===== src/rtl/codec_acc_pkg.sv =====
package codec_acc_pkg;

    localparam int IDX_W  = 7;
    localparam int DATA_W = 16;

    // control word, bit positions fixed by software
    typedef struct packed {
        logic              rd;        // 31
        logic [IDX_W-1:0]  idx;       // 30:24
        logic [1:0]        rsv_hi;    // 23:22
        logic              pd_pri;    // 21
        logic              pd_sec;    // 20
        logic              rsv_mid;   // 19
        logic              shut;      // 18
        logic              warm;      // 17
        logic              new_cmd;   // 16
        logic [DATA_W-1:0] data;      // 15:0
    } ctl_t;

    // status word
    typedef struct packed {
        logic [IDX_W:0]    idx;       // 31:24
        logic              pri_rdy;   // 23
        logic              sec_rdy;   // 22
        logic [3:0]        rsv_hi;    // 21:18
        logic              fresh;     // 17
        logic              rsv_lo;    // 16
        logic [DATA_W-1:0] data;      // 15:0
    } sts_t;

    localparam logic [31:0] CTL_WR_MASK = 32'hFF37_FFFF;

    function automatic ctl_t ctl_from_word(input logic [31:0] w);
        return ctl_t'(w & CTL_WR_MASK);
    endfunction

endpackage


===== src/rtl/acc_sync_timer.sv =====
module acc_sync_timer #(
    parameter int CLKS = 16
) (
    input  logic clk,
    input  logic rst,
    input  logic start,
    output logic sync_o,
    output logic done
);
    localparam int CW = $clog2(CLKS + 1);

    logic [CW-1:0] cnt;
    logic          active;

    assign sync_o = active;
    assign done   = active && (cnt == '0);

    always_ff @(posedge clk) begin
        if (rst) begin
            active <= 1'b0;
            cnt    <= '0;
        end else if (start && !active) begin
            active <= 1'b1;
            cnt    <= CW'(CLKS - 1);
        end else if (active) begin
            if (cnt == '0) active <= 1'b0;
            else           cnt    <= cnt - 1'b1;
        end
    end

    // the pulse never ends without its final count
    p_sync_end_r6: assert property (@(posedge clk) disable iff (rst)
        $fell(active) |-> $past(cnt) == '0);

endmodule


===== src/rtl/acc_cmd_unit.sv =====
module acc_cmd_unit
    import codec_acc_pkg::*;
(
    input  logic              clk,
    input  logic              rst,
    input  logic              ctl_wr,
    input  logic [31:0]       ctl_wdata,
    input  logic              frame_out_stb,
    input  logic              warm_done,
    output ctl_t              ctl_q,
    output logic              accept_cmd,
    output logic              warm_start,
    output logic              launch_rd,
    output logic              cmd_valid,
    output logic [IDX_W:0]    cmd_addr,
    output logic [DATA_W-1:0] cmd_data
);
    ctl_t wr_word;
    logic accept;
    logic launch;

    assign wr_word    = ctl_from_word(ctl_wdata);
    assign accept     = ctl_wr && !ctl_q.new_cmd;
    assign accept_cmd = accept && wr_word.new_cmd;
    assign warm_start = accept_cmd && wr_word.warm;
    assign launch     = ctl_q.new_cmd && !ctl_q.warm && frame_out_stb;
    assign launch_rd  = launch && ctl_q.rd;

    always_ff @(posedge clk) begin
        if (rst) begin
            ctl_q     <= '0;
            cmd_valid <= 1'b0;
            cmd_addr  <= '0;
            cmd_data  <= '0;
        end else begin
            cmd_valid <= launch;
            if (accept) begin
                ctl_q <= wr_word;
            end else if (launch) begin
                ctl_q.new_cmd <= 1'b0;
                cmd_addr      <= {ctl_q.rd, ctl_q.idx};
                cmd_data      <= ctl_q.rd ? '0 : ctl_q.data;
            end else if (warm_done) begin
                ctl_q.new_cmd <= 1'b0;
                ctl_q.warm    <= 1'b0;
            end
        end
    end

    p_busy_write_ignored_r5: assert property (@(posedge clk) disable iff (rst)
        (ctl_q.new_cmd && ctl_wr) |=>
            ($stable(ctl_q.idx) && $stable(ctl_q.data) && $stable(ctl_q.rd)));

    p_launch_handshake_r4: assert property (@(posedge clk) disable iff (rst)
        launch |=> (cmd_valid && !ctl_q.new_cmd));

    p_valid_needs_strobe_r4: assert property (@(posedge clk) disable iff (rst)
        cmd_valid |-> $past(frame_out_stb));

endmodule


===== src/rtl/acc_rsp_unit.sv =====
module acc_rsp_unit
    import codec_acc_pkg::*;
(
    input  logic              clk,
    input  logic              rst,
    input  logic              frame_in_stb,
    input  logic              rsp_valid,
    input  logic [IDX_W-1:0]  rsp_addr,
    input  logic [DATA_W-1:0] rsp_data,
    input  logic              rdy_pri,
    input  logic              rdy_sec,
    input  logic              sts_rd,
    input  logic              arm,
    input  logic [IDX_W-1:0]  arm_idx,
    input  logic              disarm,
    output sts_t              sts_q
);
    logic             armed;
    logic [IDX_W-1:0] exp_idx;
    logic             got;
    logic             hit;

    assign got = frame_in_stb && rsp_valid;
    assign hit = got && armed && (rsp_addr == exp_idx);

    always_ff @(posedge clk) begin
        if (rst) begin
            armed   <= 1'b0;
            exp_idx <= '0;
            sts_q   <= '0;
        end else begin
            if (disarm) begin
                armed <= 1'b0;
            end else if (arm) begin
                armed   <= 1'b1;
                exp_idx <= arm_idx;
            end

            if (disarm)      sts_q.fresh <= 1'b0;
            else if (hit)    sts_q.fresh <= 1'b1;
            else if (sts_rd) sts_q.fresh <= 1'b0;

            if (got) begin
                sts_q.idx  <= {1'b0, rsp_addr};
                sts_q.data <= rsp_data;
            end
            if (frame_in_stb) begin
                sts_q.pri_rdy <= rdy_pri;
                sts_q.sec_rdy <= rdy_sec;
            end
        end
    end

    p_fresh_needs_match_r8: assert property (@(posedge clk) disable iff (rst)
        $rose(sts_q.fresh) |-> $past(got && rsp_addr == exp_idx));

    p_ready_sampled_r10: assert property (@(posedge clk) disable iff (rst)
        frame_in_stb |=> (sts_q.pri_rdy == $past(rdy_pri)) && (sts_q.sec_rdy == $past(rdy_sec)));

    p_ready_hold_r10: assert property (@(posedge clk) disable iff (rst)
        !frame_in_stb |=> ($stable(sts_q.pri_rdy) && $stable(sts_q.sec_rdy)));

endmodule


===== src/rtl/codec_reg_ctrl.sv =====
module codec_reg_ctrl
    import codec_acc_pkg::*;
#(
    parameter int WARM_CLKS = 16
) (
    input  logic        clk,
    input  logic        rst,
    input  logic        ctl_wr,
    input  logic [31:0] ctl_wdata,
    output logic [31:0] ctl_rdata,
    input  logic        sts_rd,
    output logic [31:0] sts_rdata,
    input  logic        frame_out_stb,
    output logic        cmd_valid,
    output logic [7:0]  cmd_addr,
    output logic [15:0] cmd_data,
    input  logic        frame_in_stb,
    input  logic        rsp_valid,
    input  logic [6:0]  rsp_addr,
    input  logic [15:0] rsp_data,
    input  logic        codec_rdy_pri,
    input  logic        codec_rdy_sec,
    output logic        sync_pulse,
    output logic        link_shutdown,
    output logic        pwrdn_pri,
    output logic        pwrdn_sec
);
    ctl_t ctl_q;
    sts_t sts_q;
    logic accept_cmd, warm_start, warm_done, launch_rd;

    acc_cmd_unit u_cmd (
        .clk(clk), .rst(rst),
        .ctl_wr(ctl_wr), .ctl_wdata(ctl_wdata),
        .frame_out_stb(frame_out_stb), .warm_done(warm_done),
        .ctl_q(ctl_q), .accept_cmd(accept_cmd), .warm_start(warm_start),
        .launch_rd(launch_rd), .cmd_valid(cmd_valid),
        .cmd_addr(cmd_addr), .cmd_data(cmd_data)
    );

    acc_sync_timer #(.CLKS(WARM_CLKS)) u_sync (
        .clk(clk), .rst(rst), .start(warm_start),
        .sync_o(sync_pulse), .done(warm_done)
    );

    acc_rsp_unit u_rsp (
        .clk(clk), .rst(rst),
        .frame_in_stb(frame_in_stb), .rsp_valid(rsp_valid),
        .rsp_addr(rsp_addr), .rsp_data(rsp_data),
        .rdy_pri(codec_rdy_pri), .rdy_sec(codec_rdy_sec),
        .sts_rd(sts_rd), .arm(launch_rd), .arm_idx(ctl_q.idx),
        .disarm(accept_cmd), .sts_q(sts_q)
    );

    assign ctl_rdata     = ctl_q;
    assign sts_rdata     = sts_q;
    assign link_shutdown = ctl_q.shut;
    assign pwrdn_pri     = ctl_q.pd_pri;
    assign pwrdn_sec     = ctl_q.pd_sec;

    p_sync_with_warm_r6: assert property (@(posedge clk) disable iff (rst)
        sync_pulse |-> (ctl_rdata[17] && ctl_rdata[16]));

    p_no_slot_in_warm_r6: assert property (@(posedge clk) disable iff (rst)
        sync_pulse |-> !cmd_valid);

    p_cmd_clears_fresh_r9: assert property (@(posedge clk) disable iff (rst)
        accept_cmd |=> !sts_rdata[17]);

endmodule


===== config.mk =====
export PLATFORM = sky130hd
export DESIGN_NAME = codec_reg_ctrl
export DESIGN_NICKNAME = d
export VERILOG_FILES = /design/src/rtl/codec_acc_pkg.sv /design/src/rtl/acc_sync_timer.sv /design/src/rtl/acc_cmd_unit.sv /design/src/rtl/acc_rsp_unit.sv /design/src/rtl/codec_reg_ctrl.sv
export SDC_FILE = /design/constraint.sdc
export NUM_CORES = 1
export LEC_CHECK = 0
export BUFFER_PORTS_ARGS = -buffer_cell sky130_fd_sc_hd__buf_2
export CAP_MARGIN = 30
export CORE_ASPECT_RATIO = 0.8
export CORE_UTILIZATION = 46
export DETAILED_ROUTE_END_ITERATION = 10
export PLACE_DENSITY_LB_ADDON = 0.05
export SLEW_MARGIN = 20
export SYNTH_ARGS = -nofsm -noshare
export SYNTH_HDL_FRONTEND = slang
export SYNTH_SLANG_ARGS = --single-unit

===== constraint.sdc =====
create_clock -name clk -period 1.6 [get_ports clk]
set_input_delay 0.16 -clock clk [delete_from_list [all_inputs] [get_ports clk]]
set_output_delay 0.16 -clock clk [all_outputs]
set_load 0.05 [all_outputs]

==> reports/metrics.cfg, run 1 <==
[run_status]
status = completed

[worst_setup_path]
cpLargestDelayFamily = simple AND/OR/NAND/NOR gates
cp_cell_sequence = inv_1, ha_1, nand2_1, or4_4, a32oi_1, nor2_1
cp_num_cells = 6
timing.rr.end = u_cmd.ctl_q[16]$_SDFFE_PP0P_
slowest_delay_ns = 0.45
crit_slowest_cell = or4_4
worst-path-buf-inv = 1
crit_path_start_kind = register
rrSetupSlack_ns = 0.1
r2r_start = u_sync.cnt[1]$_SDFFE_PP0P_
cp.arrival_ns = 1.75
path_class = reg -> reg
r2r_cells = 6
required_ns = 1.85
end_kind = register
cp_max_fo = 4

[logic_synthesis]
synth_adder_area_share_pct = 0.361
synth_top_family_by_area = simple AND/OR/NAND/NOR gates
yosys.area_share.xor_xnor_pct = 2.02
syn_area_mm2 = 0.00346
ys_top_cells_by_area = dfxtp_1, nand2_1, a21oi_1, a22o_1, buf_4
syn_inst = 400
yosys-top-cells-count = nand2_1, dfxtp_1, a21oi_1, a22o_1, buf_4
synth_compound_area_share_pct = 16.3
yosys.area.top_type = dfxtp_1
ys_seq_area_share_pct = 54.3
yosys_warnings = 0
ys_ff_latch = 94
synthArstFlopShare_pct = 0
avgSynthCellArea_um2 = 8.66
synthSimpleGateAreaFrac_pct = 19.7
synth-main-ff-cell = dfxtp_1
synth_edf_count = 0
synthMostInstantiatedCell = nand2_1
muxShareOfSynthArea_pct = 0.903
synth_top_area_share_pct = 54.3
yosysUniqueCellTypes = 40

[routing]
first_pass_iters = 4
drc = 0
drtIter0Drc = 117
via_per_inst = 4.96
wl_per_cell_um = 13.0
wl_um = 8200
num_vias = 3119
ant_nets = 0

[finish]
layout.nets = 603
area_delta_synth_final_pct = 28.0
diodes = 0
drive_above_1_share_pct = 33.8
final_area_mm2 = 0.00443

[power_and_ir_drop]
p_leak_nw = 2.07
ir_worst_vdd_v = 0.000599
p_per_area_mw_per_mm2 = 1130
total_power_mw = 5.00

[global_route]
grt_remaining_overflow = 0
grt_use_total_pct = 21.3
grt_pass1_vias = 2803
grt_start_max_net_pins = 25
grt_pass1_wl_um = 13100
antenna_found_initial = 1

[clock_network]
cts_max_level = 3
clk_path_buf_depth = 2
numCtsBuffers = 9
cts_hold_buffers = 0
cts_tree = yes
numClockSinks = 94
clk_latency_ns = 0.36
root_buffer = clkbuf_8
path_clk_slew_ns = 0.09

[floorplanning]
die-area_mm2 = 0.00788
rows = 27
die_w_um = 99.0
die_h_um = 79.6
ioPinCount = 157
initial_core_util_pct = 48.8
core-area_mm2 = 0.00709

[timing]
hold_viol = 0
slew_viol_final = 0
fin_crit_sh_pct = 94.1
tns_ns = 0
fin_skew_ns = 0.00876
max_freq_mhz = 665
period_minus_slack_ns = 1.50
setup_violations = 0
rsz0062_at_grt = false

[worst_hold_path]
worstHoldPathType = in -> reg
min_path_cells = 3
hold_path_startpoint = ctl_wdata[20]
min_to = u_cmd.ctl_q[20]$_SDFFE_PP0N_

[place]
place_area_mm2 = 0.00422
place_hpwl_um = 5890
port_buffers = 144
place_congestion = 0.737

[flow_run]
drv_cap = 0

## layer usage
| layer | GRT usage [%] | part of all wire (%) | vias up |
|---|---|---|---|
| li1 | - | - | 1572 |
| met1 | 26.7 | 46 | 1452 |
| met2 | 35.1 | 48 | 89 |
| met3 | 7.36 | 5.4 | 6 |
| met4 | 5.37 | 0.56 | 0 |
| met5 | 0 | 0 | - |
## power by group
group	internal, mW	switching [mW]
registers	2.43	0.0655
clock network	0.871	0.810
logic	0.221	0.603
## repair_timing
action                                  in CTS  in global routing
endpoints found under the setup margin       0                  1
setup buffers                                0                  0
resized for setup                            0                  2
endpoints found under the hold margin        0                  0
## sequential cells by signal (all words and copies together), names as in the netlist
name             count
u_sync.sync_o        1
u_sync.cnt           5
u_cmd.cmd_data      16
u_rsp.sts_q         26
u_cmd.cmd_addr       8
u_rsp.exp_idx        7
u_cmd.ctl_q         29
u_rsp.armed          1
u_cmd.cmd_valid      1
## stage by stage
stage | worst slack, ns | hold WS, ns | util [%] | instances
finish | 0.0952 | 0.0279 | 62.5 | 629
floorplan | 0.0183 | 0.249 | - | 408
CTS | 0.0652 | 0.0139 | 62.4 | 629
global route | 0.000555 | 0.00651 | 62.5 | 629
detailed placement | 0.104 | 0.404 | 59.5 | 614
global placement | 0.161 | 0.391 | 59.5 | 614
## worst max path at each step
stage,start,endpoint,slack (ns)
after floorplan,u_cmd.ctl_q[16]$_SDFFE_PP0P_,u_cmd.cmd_data[10]$_SDFFE_PP0P_,0.02
after global placement,u_sync.cnt[1]$_SDFFE_PP0P_,u_sync.cnt[1]$_SDFFE_PP0P_,0.16
after detailed placement,u_sync.cnt[0]$_SDFFE_PP0P_,u_sync.cnt[1]$_SDFFE_PP0P_,0.10
after CTS,u_sync.cnt[0]$_SDFFE_PP0P_,u_sync.cnt[1]$_SDFFE_PP0P_,0.07
after global routing,u_sync.cnt[1]$_SDFFE_PP0P_,u_cmd.ctl_q[16]$_SDFFE_PP0P_,0.0006
final,u_sync.cnt[1]$_SDFFE_PP0P_,u_cmd.ctl_q[16]$_SDFFE_PP0P_,0.1
## cell families (layout without fill, tap and decap cells)
logic type,Yosys count,in the layout
other,1,9
DFF,94,94
xor gates and xnor gates,8,8
muxes,3,3
adders and majority gates,1,1
and+or+nand+nor,160,160
AOI/OAI and AO/OA,93,93
buffers and inverters,40,174
## worst min-delay path, cell delays in order
cell     delay, ns
buf_2         0.09
nand2_1       0.04
a21oi_1       0.05
## cell usage in the layout (no fill, tap or decap), types with 2 or more instances in the layout
| cell | n |
|---|---|
| nand2_1 | 132 |
| buf_2 | 144 |
| bufinv_16 | 2 |
| conb_1 | 9 |
| mux2i_1 | 2 |
| a221oi_2 | 2 |
| xor2_1 | 7 |
| a21oi_1 | 70 |
| a22o_1 | 16 |
| dfxtp_2 | 2 |
| buf_4 | 11 |
| clkbuf_8 | 9 |
| clkinv_2 | 2 |
| nand3_1 | 2 |
| inv_1 | 3 |
| nor4_1 | 2 |
| nand2b_1 | 3 |
| dfxtp_1 | 92 |
| nor2_1 | 7 |
## layout make-up
class	instances	area, um2
fillers	691	2660
flip-flops and latches	94	1880
multi-input cells	274	1400
repair buffers	156	823
clock buffers	9	124
well taps	87	109
clock inverters	6	86.3
inverters	3	11.3
Note: power is estimated with default switching activity, not from simulation.
==> run 2, diff against run 1 <==
--- a/config.mk
+++ b/config.mk
@@ -8,10 +8,11 @@
 export BUFFER_PORTS_ARGS = -buffer_cell sky130_fd_sc_hd__buf_2
 export CAP_MARGIN = 30
 export CORE_ASPECT_RATIO = 0.8
-export CORE_UTILIZATION = 46
+export CORE_UTILIZATION = 47
 export DETAILED_ROUTE_END_ITERATION = 10
 export PLACE_DENSITY_LB_ADDON = 0.05
 export SLEW_MARGIN = 20
 export SYNTH_ARGS = -nofsm -noshare
 export SYNTH_HDL_FRONTEND = slang
+export SYNTH_HIERARCHICAL = 1
 export SYNTH_SLANG_ARGS = --single-unit
==> run 2 against run 1 <==
Cell count is 7.9% higher. Global-route usage is 0.12 points lower. Clock power is 5% lower. Hold slack worse by 0.0026 ns. Via count is 5.4% higher. Register-to-register slack hardly changed. First-iteration DRC count is 6.8% lower. Clock skew is 0.0010 ns higher. Die area is 3.5% higher. Critical endpoint is now u_sync/cnt[3]$_SDFFE_PP0P_. Highest routed layer unchanged.
==> reports/metrics.cfg, run 2 <==
[logic_synthesis]
synth_top_area_share_pct = 51.3  ; was 54.3%
yosys_warnings = 6  ; was 0
synth_edf_count = 0  ; unchanged
synth-main-ff-cell = dfxtp_1  ; unchanged
avgSynthCellArea_um2 = 8.41  ; was 8.66 um2
ys_ff_latch = 94  ; unchanged
syn_area_mm2 = 0.00367  ; was 0.00346 mm2
yosys.area.top_type = dfxtp_1  ; unchanged
yosysUniqueCellTypes = 34  ; was 40
yosys-top-cells-count = nand2_1, dfxtp_1, a21oi_1, nand3b_1, buf_4  ; was nand2_1, dfxtp_1, a21oi_1, a22o_1, buf_4
ys_seq_area_share_pct = 51.3  ; was 54.3%
ys_top_cells_by_area = dfxtp_1, nand2_1, a21oi_1, nand3b_1, buf_4  ; was dfxtp_1, nand2_1, a21oi_1, a22o_1, buf_4
synthMostInstantiatedCell = nand2_1  ; unchanged
synthArstFlopShare_pct = 0  ; unchanged
syn_inst = 436  ; was 400

[routing]
first_pass_iters = 4  ; unchanged
num_vias = 3286  ; was 3119
wl_um = 8680  ; was 8200 um
drc = 0  ; unchanged
drtIter0Drc = 109  ; was 117
via_per_inst = 4.84  ; was 4.96
wl_per_cell_um = 12.8  ; was 13.0 um
ant_nets = 0  ; unchanged

[floorplanning]
die-area_mm2 = 0.00816  ; was 0.00788 mm2
die_w_um = 101  ; was 99.0 um
rows = 28  ; was 27
die_h_um = 81.0  ; was 79.6 um
core-area_mm2 = 0.00746  ; was 0.00709 mm2
ioPinCount = 157  ; unchanged
initial_core_util_pct = 49.1  ; was 48.8%

[finish]
mostFrequentLayoutCells = buf_2, nand2_1, dfxtp_1  ; unchanged
final_common_cell = buf_2  ; unchanged
drive_above_1_share_pct = 32.8  ; was 33.8%
largest_reg_flops = 29  ; unchanged
postLayoutCoreUtil_pct = 62.1  ; was 62.5%
layout.nets = 635  ; was 603
area_delta_synth_final_pct = 26.4  ; was 28.0%
top_regs = u_cmd/ctl_q: 29 flops, u_rsp/sts_q: 26 flops, u_cmd/cmd_data: 16 flops  ; was u_cmd.ctl_q: 29 flops, u_rsp.sts_q: 26 flops, u_cmd.cmd_data: 16 flops
largest_register = u_cmd/ctl_q  ; was u_cmd.ctl_q
diodes = 0  ; unchanged

[clock_network]
clk_latency_ns = 0.36  ; about the same
cts_max_level = 3  ; unchanged
root_buffer = clkbuf_8  ; unchanged
path_clk_slew_ns = 0.09  ; about the same
cts_tree = yes  ; unchanged
post_cts_buffers = 0  ; unchanged
clk_path_buf_depth = 2  ; unchanged
numCtsBuffers = 9  ; unchanged
numClockSinks = 94  ; unchanged

[worst_setup_path]
cp_cell_sequence = inv_1, ha_1, or4b_4, a211oi_2, a311oi_1  ; was inv_1, ha_1, nand2_1, or4_4, a32oi_1, nor2_1
end_kind = register  ; unchanged
slowest_delay_ns = 0.49  ; was 0.45 ns
cp_max_fo = 4  ; unchanged
crit_slowest_cell = or4b_4  ; was or4_4
required_ns = 1.83  ; was 1.85 ns
cp.arrival_ns = 1.73  ; was 1.75 ns
crit_path_start_kind = register  ; unchanged
path_class = reg -> reg  ; unchanged

[timing]
rsz0062_at_grt = false  ; unchanged
fin_crit_sh_pct = 93.7  ; was 94.1%
max_freq_mhz = 667  ; was 665 MHz
slew_viol_final = 0  ; unchanged
fin_skew_ns = 0.00979  ; was 0.00876 ns
period_minus_slack_ns = 1.50  ; about the same
hold_viol = 0  ; unchanged
setup_violations = 0  ; unchanged
whs_ns = 0.0253  ; was 0.0279 ns

[worst_hold_path]
worstHoldPathType = in -> reg  ; unchanged

[power_and_ir_drop]
p_sw_share_pct = 30.2  ; was 29.6%
p_leak_nw = 2.10  ; was 2.07 nW
combPwrFrac_pct = 17.1  ; was 16.5%
ir_worst_vdd_v = 0.000570  ; was 0.000599 V
total_power_mw = 4.94  ; was 5.00 mW
pwr-share-clk_pct = 32.3  ; was 33.6%
pwr-share-seq_pct = 50.6  ; was 49.9%
p_int_mw = 3.44  ; was 3.52 mW
p_sw_mw = 1.49  ; was 1.48 mW
p_per_area_mw_per_mm2 = 1070  ; was 1130 mW/mm2

[place]
place_congestion = 0.801  ; was 0.737
place_hpwl_um = 5890  ; about the same
port_buffers = 144  ; unchanged

[global_route]
grt_pass1_vias = 2917  ; was 2803
grt_use_total_pct = 21.2  ; was 21.3%
grt_start_max_net_pins = 95  ; was 25
antenna_found_initial = 0  ; was 1
grt_pass1_wl_um = 13400  ; was 13100 um
grt_remaining_overflow = 0  ; unchanged

[run_status]
status = completed  ; unchanged

[flow_run]
drv_cap = 0  ; unchanged

run 2: cell count changes in the layout (fill, tap and decap cells not counted), sizes merged, moves of 4 or more:
cell,previous run,this run
a21oi,70,76
nand3b,1,19
nor2b,0,4
a31oi,0,4
nor2,8,13
a22o,16,0
mux2i,2,10
nand2,133,137
run 2: per-stage QoR:
stage / instances / setup WS [ns] / setup TNS (ns) / instance area, um2
6_report: 679 / 0.101 / 0 / 4630
5_1_grt: 679 / 0.00522 / 0 / 4630
4_1_cts: 679 / 0.0600 / 0 / 4620
3_5_place_dp: 663 / 0.0827 / 0 / 4410
3_3_place_gp: 663 / 0.107 / 0 / 4410
2_1_floorplan: 443 / -0.00342 / -0.0239 / 3710
run 2: worst max-delay path: cells and delay by family, from the launching register on:
family                   cells  cell delay, ns
flip-flops                   1            0.35
AO/OA/AOI/OAI                2            0.28
adder cells (fa/ha/maj)      1            0.18
AND/OR/NAND/NOR              1            0.49
buffers and inverters        1            0.08
run 2: routing by layer:
metal | share of wire [%] | global-route usage, % | routed length, um | vias up
li1 | - | - | - | 1671
met1 | 46 | 25.7 | 3990 | 1505
met2 | 46 | 35.5 | 4000 | 104
met3 | 7.1 | 7.66 | 612 | 6
met4 | 0.78 | 5.94 | 68 | 0
met5 | 0 | 0 | 0 | -
run 2: kinds of logic after synthesis:
| kind of cell | Yosys count | share of synthesized area [%] |
|---|---|---|
| fa+ha+maj | 2 | 0.682 |
| mux | 10 | 2.73 |
| compound gates | 85 | 12.1 |
| flops | 94 | 51.3 |
| buf+inv | 45 | 7.27 |
| simple gates | 191 | 24.0 |
| xor+xnor | 7 | 1.67 |
| other cells | 2 | 0.205 |
run 2: cell type report:
type                    count  area (um2)
fillers                   730        2830
clock buffers              10         138
well taps                 105         131
clock inverters             6        68.8
repair buffers            156         823
multi-input cells         304        1570
inverters                   4        15.0
flip-flops and latches     94        1890
run 2: worst paths after layout:
check	startpoint	end	slack [ns]	cells after the start
setup / recovery	u_sync/cnt[0]$_SDFFE_PP0P_	u_sync/cnt[3]$_SDFFE_PP0P_	0.10	5
hold / removal	ctl_wdata[20]	u_cmd/ctl_q[20]$_SDFFE_PP0P_	0.03	3
setup reg to reg	u_sync/cnt[0]$_SDFFE_PP0P_	u_sync/cnt[3]$_SDFFE_PP0P_	0.10	5
hold reg to reg	u_rsp/sts_q[10]$_SDFFE_PP0N_	u_rsp/sts_q[10]$_SDFFE_PP0N_	0.45	2
run 2: power by group through the flow:
stage,logic [mW],clock network (mW),registers (mW)
6_report,0.842,1.60,2.50
5_1_grt,0.904,1.75,2.51
4_1_cts,0.839,1.66,2.50
3_5_place_dp,0.837,0,2.55
3_3_place_gp,0.827,0,2.55
2_1_floorplan,0.354,0,2.82
run 2: timing repair:
action	4_1_cts	5_1_grt
endpoints found under the setup margin	0	5
hold buffers	0	0
resized for setup	0	4
==> run 3, diff against run 2 <==
--- a/config.mk
+++ b/config.mk
@@ -8,7 +8,7 @@
 export BUFFER_PORTS_ARGS = -buffer_cell sky130_fd_sc_hd__buf_2
 export CAP_MARGIN = 30
 export CORE_ASPECT_RATIO = 0.8
-export CORE_UTILIZATION = 47
+export CORE_UTILIZATION = 51
 export DETAILED_ROUTE_END_ITERATION = 10
 export PLACE_DENSITY_LB_ADDON = 0.05
 export SLEW_MARGIN = 20
==> constraint.sdc (replaced) <==
create_clock -name clk -period 1.9 [get_ports clk]
set_input_delay 0.19 -clock clk [delete_from_list [all_inputs] [get_ports clk]]
set_output_delay 0.19 -clock clk [all_outputs]
set_load 0.05 [all_outputs]
==> run 3 against run 2 <==
Sequential power fell by 16%. Hold slack gained 0.037 ns. Fmax is 4.8% lower. Largest cell class unchanged.
==> reports/metrics.cfg, run 3 (synthesis results as in run 2) <==
[routing]
num_vias = 3277  ; was 3286
wl_per_cell_um = 12.7  ; was 12.8 um
first_pass_iters = 4  ; unchanged
drtIter0Drc = 170  ; was 109
ant_nets = 0  ; unchanged
wl_um = 8390  ; was 8680 um
via_per_inst = 4.96  ; was 4.84
drc = 0  ; unchanged

[worst_setup_path]
r2r_start = u_sync/cnt[0]$_SDFFE_PP0P_  ; unchanged
crit_path_start_kind = register  ; unchanged
critPathLaunch = u_sync/cnt[0]$_SDFFE_PP0P_  ; unchanged
cp.arrival_ns = 1.80  ; was 1.73 ns
crit_slowest_cell = nor4b_1  ; was or4b_4
cp_max_fo = 4  ; unchanged
slowest_delay_ns = 0.43  ; was 0.49 ns
worst-path-buf-inv = 1  ; unchanged
cpLargestDelayFamily = simple AND/OR/NAND/NOR gates  ; unchanged
path_class = reg -> reg  ; unchanged
cp_cell_sequence = inv_1, ha_1, nor4b_1, and2_1, nand3b_1, a21oi_1  ; was inv_1, ha_1, or4b_4, a211oi_2, a311oi_1
end_kind = register  ; unchanged
required_ns = 2.13  ; was 1.83 ns

[finish]
fill_cells = 619  ; was 730
drive_above_1_share_pct = 31.4  ; was 32.8%
multi_input_area_mm2 = 0.00155  ; was 0.00157 mm2
final_common_cell = buf_2  ; unchanged
layout.nets = 635  ; unchanged
largest_reg_flops = 29  ; unchanged
top_regs = u_cmd/ctl_q: 29 flops, u_rsp/sts_q: 26 flops, u_cmd/cmd_data: 16 flops  ; unchanged
diodes = 0  ; unchanged
seq_area_mm2 = 0.00188  ; was 0.00189 mm2
mostFrequentLayoutCells = buf_2, nand2_1, dfxtp_1  ; unchanged
largest_register = u_cmd/ctl_q  ; unchanged
area_delta_synth_final_pct = 26.2  ; was 26.4%
final_area_mm2 = 0.00463  ; about the same
postLayoutCoreUtil_pct = 66.8  ; was 62.1%

[global_route]
antenna_found_initial = 0  ; unchanged
grt_remaining_overflow = 0  ; unchanged
grt_start_max_net_pins = 40  ; was 95
grt_pass1_vias = 2970  ; was 2917
grt_pass1_wl_um = 13900  ; was 13400 um
grt_use_total_pct = 22.9  ; was 21.2%

[place]
place_hpwl_um = 5870  ; was 5890 um
place_area_mm2 = 0.00438  ; was 0.00441 mm2
place_congestion = 0.776  ; was 0.801
port_buffers = 144  ; unchanged

[clock_network]
cts_resized = 0  ; unchanged
path_clk_slew_ns = 0.09  ; about the same
root_buffer = clkbuf_8  ; unchanged
cts_max_level = 3  ; unchanged
clk_latency_ns = 0.35  ; was 0.36 ns
cts_tree = yes  ; unchanged
cts_hold_buffers = 0  ; unchanged
post_cts_buffers = 0  ; unchanged
numClockSinks = 94  ; unchanged
numCtsBuffers = 9  ; unchanged
clk_path_buf_depth = 2  ; unchanged

[floorplanning]
initial_core_util_pct = 52.9  ; was 49.1%
die-area_mm2 = 0.00753  ; was 0.00816 mm2
die_h_um = 77.8  ; was 81.0 um
rows = 27  ; was 28
die_w_um = 96.8  ; was 101 um
ioPinCount = 157  ; unchanged
core-area_mm2 = 0.00693  ; was 0.00746 mm2

[timing]
period_minus_slack_ns = 1.57  ; was 1.50 ns
fin_crit_sh_pct = 82.8  ; was 93.7%
slew-limit-headroom_pct = 67.1
hold_viol = 0  ; unchanged
rsz0062_at_grt = false  ; unchanged
fin_skew_ns = 0.00840  ; was 0.00979 ns
max_freq_mhz = 635  ; was 667 MHz
tightest_slew_ns = 0.487
tns_ns = 0  ; unchanged
whs_ns = 0.0624  ; was 0.0253 ns
setup_violations = 0  ; unchanged
slew_viol_final = 0  ; unchanged

[power_and_ir_drop]
p_leak_nw = 2.12  ; was 2.10 nW
ir_worst_vdd_v = 0.000501  ; was 0.000570 V
p_per_area_mw_per_mm2 = 946  ; was 1070 mW/mm2
total_power_mw = 4.37  ; was 4.94 mW

[worst_hold_path]
hold_path_startpoint = ctl_wdata[13]  ; was ctl_wdata[20]
worstHoldPathType = in -> reg  ; unchanged

[run_status]
status = completed  ; unchanged

[flow_run]
drv_cap = 0  ; unchanged

## run 3: cell types whose count changed in the layout (fill, tap and decap cells not counted), sizes merged
cell      change
bufinv        +2
inv           -2
clkinv        +1
clkinvlp      -1
## run 3: final timing paths
kind	endpoint	cells past startpoint	slack (ns)
setup / recovery	u_cmd/ctl_q[16]$_SDFFE_PP0P_	6	0.33
hold / removal	u_cmd/ctl_q[13]$_SDFFE_PP0P_	3	0.06
setup reg to reg	u_cmd/ctl_q[16]$_SDFFE_PP0P_	6	0.33
hold reg to reg	u_cmd/cmd_data[13]$_SDFFE_PP0P_	2	0.45
## run 3: layout make-up
class	count	share of cell area [%]
flip-flops and latches	94	40.7
well taps	87	2.35
clock buffers	10	2.98
inverters	4	0.325
multi-input cells	304	33.4
clock inverters	6	2.35
repair buffers	156	17.9
## run 3: through the flow
| stage | std cells | setup WS [ns] |
|---|---|---|
| 2_1_floorplan | 443 | 0.0427 |
| 3_3_place_gp | 645 | 0.352 |
| 3_5_place_dp | 645 | 0.339 |
| 4_1_cts | 661 | 0.322 |
| 5_1_grt | 661 | 0.196 |
| 6_report | 661 | 0.326 |
## run 3: tightest hold or removal path, delay by kind of cell
family                 cells  cell delay, ns
buffers and inverters      1            0.10
AOI/OAI and AO/OA          1            0.05
and+or+nand+nor            1            0.04
## run 3: per-layer routing
layer	global-route usage (%)	share of wire (%)	vias to the layer above
met2	36.8	46	97
li1	-	-	1673
met1	29.9	47	1491
met3	5.59	5.3	16
met5	0	0	-
met4	8.66	1.8	0
## run 3: power breakdown
group | leakage [nW] | total (mW) | switching, mW | internal [mW]
logic | 1.23 | 0.705 | 0.508 | 0.197
clock network | 0.126 | 1.57 | 0.662 | 0.908
registers | 0.767 | 2.10 | 0.0549 | 2.05
